$ cat src/rtl/cla_pkg.sv
package cla_pkg;
  localparam int DEF_WIDTH = 32;
  localparam int DEF_BLK   = 4;

  typedef struct packed {
    logic gen;
    logic prop;
  } grp_term_t;
endpackage

$ cat src/rtl/cla_col_pg.sv
module cla_col_pg #(
  parameter int WIDTH = 32
) (
  input  logic [WIDTH-1:0] a,
  input  logic [WIDTH-1:0] b,
  output logic [WIDTH-1:0] gen,
  output logic [WIDTH-1:0] prop
);
  for (genvar i = 0; i < WIDTH; i++) begin : g_col
    assign gen[i]  = a[i] & b[i];
    assign prop[i] = a[i] | b[i];
  end
endmodule

$ cat src/rtl/cla_grp_reduce.sv
module cla_grp_reduce
  import cla_pkg::*;
#(
  parameter int BLK = 4
) (
  input  logic [BLK-1:0] gen,
  input  logic [BLK-1:0] prop,
  output grp_term_t      grp
);
  always_comb begin
    grp.gen  = gen[0];
    grp.prop = prop[0];
    for (int i = 1; i < BLK; i++) begin
      grp.gen  = gen[i] | (prop[i] & grp.gen);
      grp.prop = grp.prop & prop[i];
    end
  end
endmodule

$ cat src/rtl/cla_grp_sum.sv
module cla_grp_sum #(
  parameter int BLK = 4
) (
  input  logic [BLK-1:0] a,
  input  logic [BLK-1:0] b,
  input  logic [BLK-1:0] gen,
  input  logic [BLK-1:0] prop,
  input  logic           cy_in,
  output logic [BLK-1:0] sum
);
  logic [BLK-1:0] rip;

  assign rip[0] = cy_in;
  for (genvar i = 0; i < BLK; i++) begin : g_bit
    assign sum[i] = a[i] ^ b[i] ^ rip[i];
    if (i < BLK - 1) begin : g_rip
      assign rip[i+1] = gen[i] | (prop[i] & rip[i]);
    end
  end
endmodule

$ cat src/rtl/cla_adder32.sv
module cla_adder32
  import cla_pkg::*;
#(
  parameter int WIDTH = DEF_WIDTH,
  parameter int BLK   = DEF_BLK
) (
  input  logic [WIDTH-1:0] a,
  input  logic [WIDTH-1:0] b,
  input  logic             cin,
  output logic [WIDTH-1:0] sum,
  output logic             cout
);
  localparam int NBLK = WIDTH / BLK;

  logic [WIDTH-1:0] col_g;
  logic [WIDTH-1:0] col_p;
  logic [NBLK:0]    blk_cy;
  logic [NBLK-1:0]  grp_g;
  logic [NBLK-1:0]  grp_p;

  cla_col_pg #(.WIDTH(WIDTH)) u_pg (
    .a    (a),
    .b    (b),
    .gen  (col_g),
    .prop (col_p)
  );

  assign blk_cy[0] = cin;

  for (genvar k = 0; k < NBLK; k++) begin : g_grp
    grp_term_t term;

    cla_grp_reduce #(.BLK(BLK)) u_red (
      .gen  (col_g[k*BLK +: BLK]),
      .prop (col_p[k*BLK +: BLK]),
      .grp  (term)
    );

    assign grp_g[k]    = term.gen;
    assign grp_p[k]    = term.prop;
    assign blk_cy[k+1] = term.gen | (term.prop & blk_cy[k]);

    cla_grp_sum #(.BLK(BLK)) u_sum (
      .a     (a[k*BLK +: BLK]),
      .b     (b[k*BLK +: BLK]),
      .gen   (col_g[k*BLK +: BLK]),
      .prop  (col_p[k*BLK +: BLK]),
      .cy_in (blk_cy[k]),
      .sum   (sum[k*BLK +: BLK])
    );
  end

  assign cout = blk_cy[NBLK];
endmodule

$ cat config.mk
export PLATFORM = sky130hd
export DESIGN_NAME = cla_adder32
export DESIGN_NICKNAME = d
export VERILOG_FILES = /design/src/rtl/cla_pkg.sv /design/src/rtl/cla_col_pg.sv /design/src/rtl/cla_grp_reduce.sv /design/src/rtl/cla_grp_sum.sv /design/src/rtl/cla_adder32.sv
export SDC_FILE = /design/constraint.sdc
export NUM_CORES = 1
export LEC_CHECK = 0
export ABC_AREA = 1
export BUFFER_PORTS_ARGS = -buffer_cell sky130_fd_sc_hd__buf_2
export CAP_MARGIN = 10
export CELL_PAD_IN_SITES_DETAIL_PLACEMENT = 0
export CELL_PAD_IN_SITES_GLOBAL_PLACEMENT = 1
export CORE_MARGIN = 2
export CORE_UTILIZATION = 30
export DETAILED_ROUTE_END_ITERATION = 6
export MAX_ROUTING_LAYER = met4
export PLACE_DENSITY_LB_ADDON = 0.1
export SLEW_MARGIN = 20
export SYNTH_ARGS = -nofsm -noshare
export SYNTH_HDL_FRONTEND = slang
export SYNTH_SLANG_ARGS = --single-unit
$ cat constraint.sdc
create_clock -name vclk -period 3.6
set_input_delay 0.18 -clock vclk [all_inputs]
set_output_delay 0.18 -clock vclk [all_outputs]
set_load 0.05 [all_outputs]
==> results.yml <==
die:
  start_util_pct: 31.13
  fp.coreArea_um2: 6386
  dieArea_um2: 7294
  dieHeight_um: 85.41
  row_count: 29
  dieWidth_um: 85.41
  io_pins: 98
worst_setup_path:
  worst-path-max-fanout: 3
  critPathLaunchType: "input pin"
  worst_ep_arrival_time_ns: 3.13
  cp.required_ns: 3.42
  endpoint_kind: "output port"
  timing.critical_path.from: "a[6]"
  endpoint: "sum[31]"
  crit_type: "input pin to output port"
placed_design:
  dpl_cell_area_um2: 2575
  dpl_worst_slack_ns: 0.2258
  gp_congestion: 0.7077
  io_buffers: 98
  dp_hpwl_um: 3595
synth:
  synth_area_um2: 1988
  synth_cell_types: 19
  syn_avg_cell_area_um2: 8.533
  ys_seq_area_share_pct: 0
  syn-num-nets: 386
  yosys_warnings: 0
  syn_inst: 233
clock_tree:
  ctsResizeCount: 0
  cts_setup_buffers: 0
  cts_hold_buf: 0
timing:
  post-route-period-util_pct: 91.82
  fmax_mhz: 302.5
  finalSetupViolCount: 0
  hold_viol: 0
  fin_ws_ns: 0.2945
  layout_min_cycle_time_ns: 3.305
  drv_slew: 0
  finalSetupTns_ns: 0
  worst_pin_slew_ns: 0.3224
  slew_headroom_pct: 78.31
  rsz0062_at_grt: "false"
final_layout:
  drive_above_1_share_pct: 35.35
  post-route-util_pct: 40.40
  nFillCells: 679
  multi_input_area_um2: 1673
  ff_latch_area_um2: 0
  clkbuf_count: 0
  seq_cell_count: 0
  nets: 486
  syn2layout_area_growth_pct: 29.77
  final_cell_mix: "buf_2 (96), inv_1 (80), ha_1 (64)"
  final_common_cell: "buf_2"
  fin_area_um2: 2580
  diodes: 0
pwr:
  power_density_nw_per_um2: 231.5
  p_leak_uw: 0.001609
  max-vdd-ir-drop_mv: 0.1300
routing:
  wl_per_cell_um: 8.865
  via_count: 1606
  dr.pass1.iters: 4
  postRouteAntennaNets: 0
  totalWireLength_um: 3617
  drcViolationCount: 0
  drtIter0Drc: 22
  vias_per_cell: 3.936
grt:
  grt_max_degree: 4
  grt_antenna_before_repair: 0
  grt_pass1_wl_um: 6334
  grt_overflow: 0
  grt_usage_pct: 10.43
  grt_pass1_vias: 1538
status:
  status: "finished clean"
job:
  maxCapViolations: 0
worst_hold_path:
  holdCritPathClass: "input pin to output port"
## where the power goes
part	internal, uW	total [uW]	leakage [uW]	switching, uW
Sequential	0	0	0	0
Combinational	162	597	0.00161	436
Clock	0	0	0	0
Total	162	597	0.00161	436
## worst min-delay path by stage
stage | depth (start not counted) | from | end
floorplan | 3 | cin | sum[0]
CTS | 3 | b[22] | sum[22]
global placement | 3 | b[9] | sum[9]
detailed placement | 3 | b[30] | sum[30]
finish | 3 | b[22] | sum[22]
global route | 3 | b[13] | sum[13]
## metal layers
layer | up-vias | GRT usage [%] | part of all wire, %
met4 | 0 | 0 | 0
met2 | 46 | 18.82 | 52
met1 | 702 | 13.90 | 43
met5 | - | - | 0
li1 | 858 | - | -
met3 | 0 | 0.2918 | 5.1
## synth_stat cells, drive strengths merged
master  instances  area share (%)
nand2          19             5.2
o21bai          5             1.9
nand3           1            0.25
fa             24              24
a211oi          1            0.38
nor3            2             1.1
nor2            4            0.75
inv            83              16
nor4            6             2.6
a21oi          14             3.7
ha             64              40
o21ai           1            0.25
clkinv          1            0.19
xor2            8             3.5
## stage by stage
step | hold slack (ns) | total power (uW) | instances
5_1_grt | 0.8993 | 652.5 | 408
3_5_place_dp | 0.8703 | 605.1 | 408
3_3_place_gp | 0.8764 | 605.6 | 408
6_report | 0.8743 | 597.4 | 408
2_1_floorplan | 0.7602 | 483.2 | 233
4_1_cts | 0.8787 | 607.0 | 408
## cells by family (layout without fill, tap and decap cells)
group / after synthesis / in the layout / share of synthesized area [%]
and+or+nand+nor: 32 / 32 / 9.943
xor gates and xnor gates: 8 / 8 / 3.524
buffers and inverters: 84 / 182 / 15.86
AOI/OAI and AO/OA: 21 / 21 / 6.230
adders and majority gates: 88 / 88 / 64.44
## worst max-delay path, stage by stage
cell      delay [ns]
buf_2           0.12
inv_1           0.05
ha_1            0.15
inv_2           0.04
a21oi_1         0.12
nand2_1         0.06
a21oi_1         0.15
nand2_2         0.09
nand2_2         0.07
nand2_2         0.06
nand2_2         0.06
nand2_2         0.06
nand2_2         0.06
nand2_2         0.07
nand2_2         0.07
nand2_2         0.06
nand2_2         0.06
nand2_2         0.05
fa_1            0.38
fa_1            0.39
fa_1            0.39
xor2_1          0.13
clkbuf_4        0.24
## final cells by class
cell class / instances / area share (%)
Multi-Input combinational cell: 149 / 64.84
Timing Repair Buffer: 98 / 19.20
Inverter: 84 / 12.22
Tap cell: 77 / 3.734
Note: power is estimated with default switching activity, not from simulation.
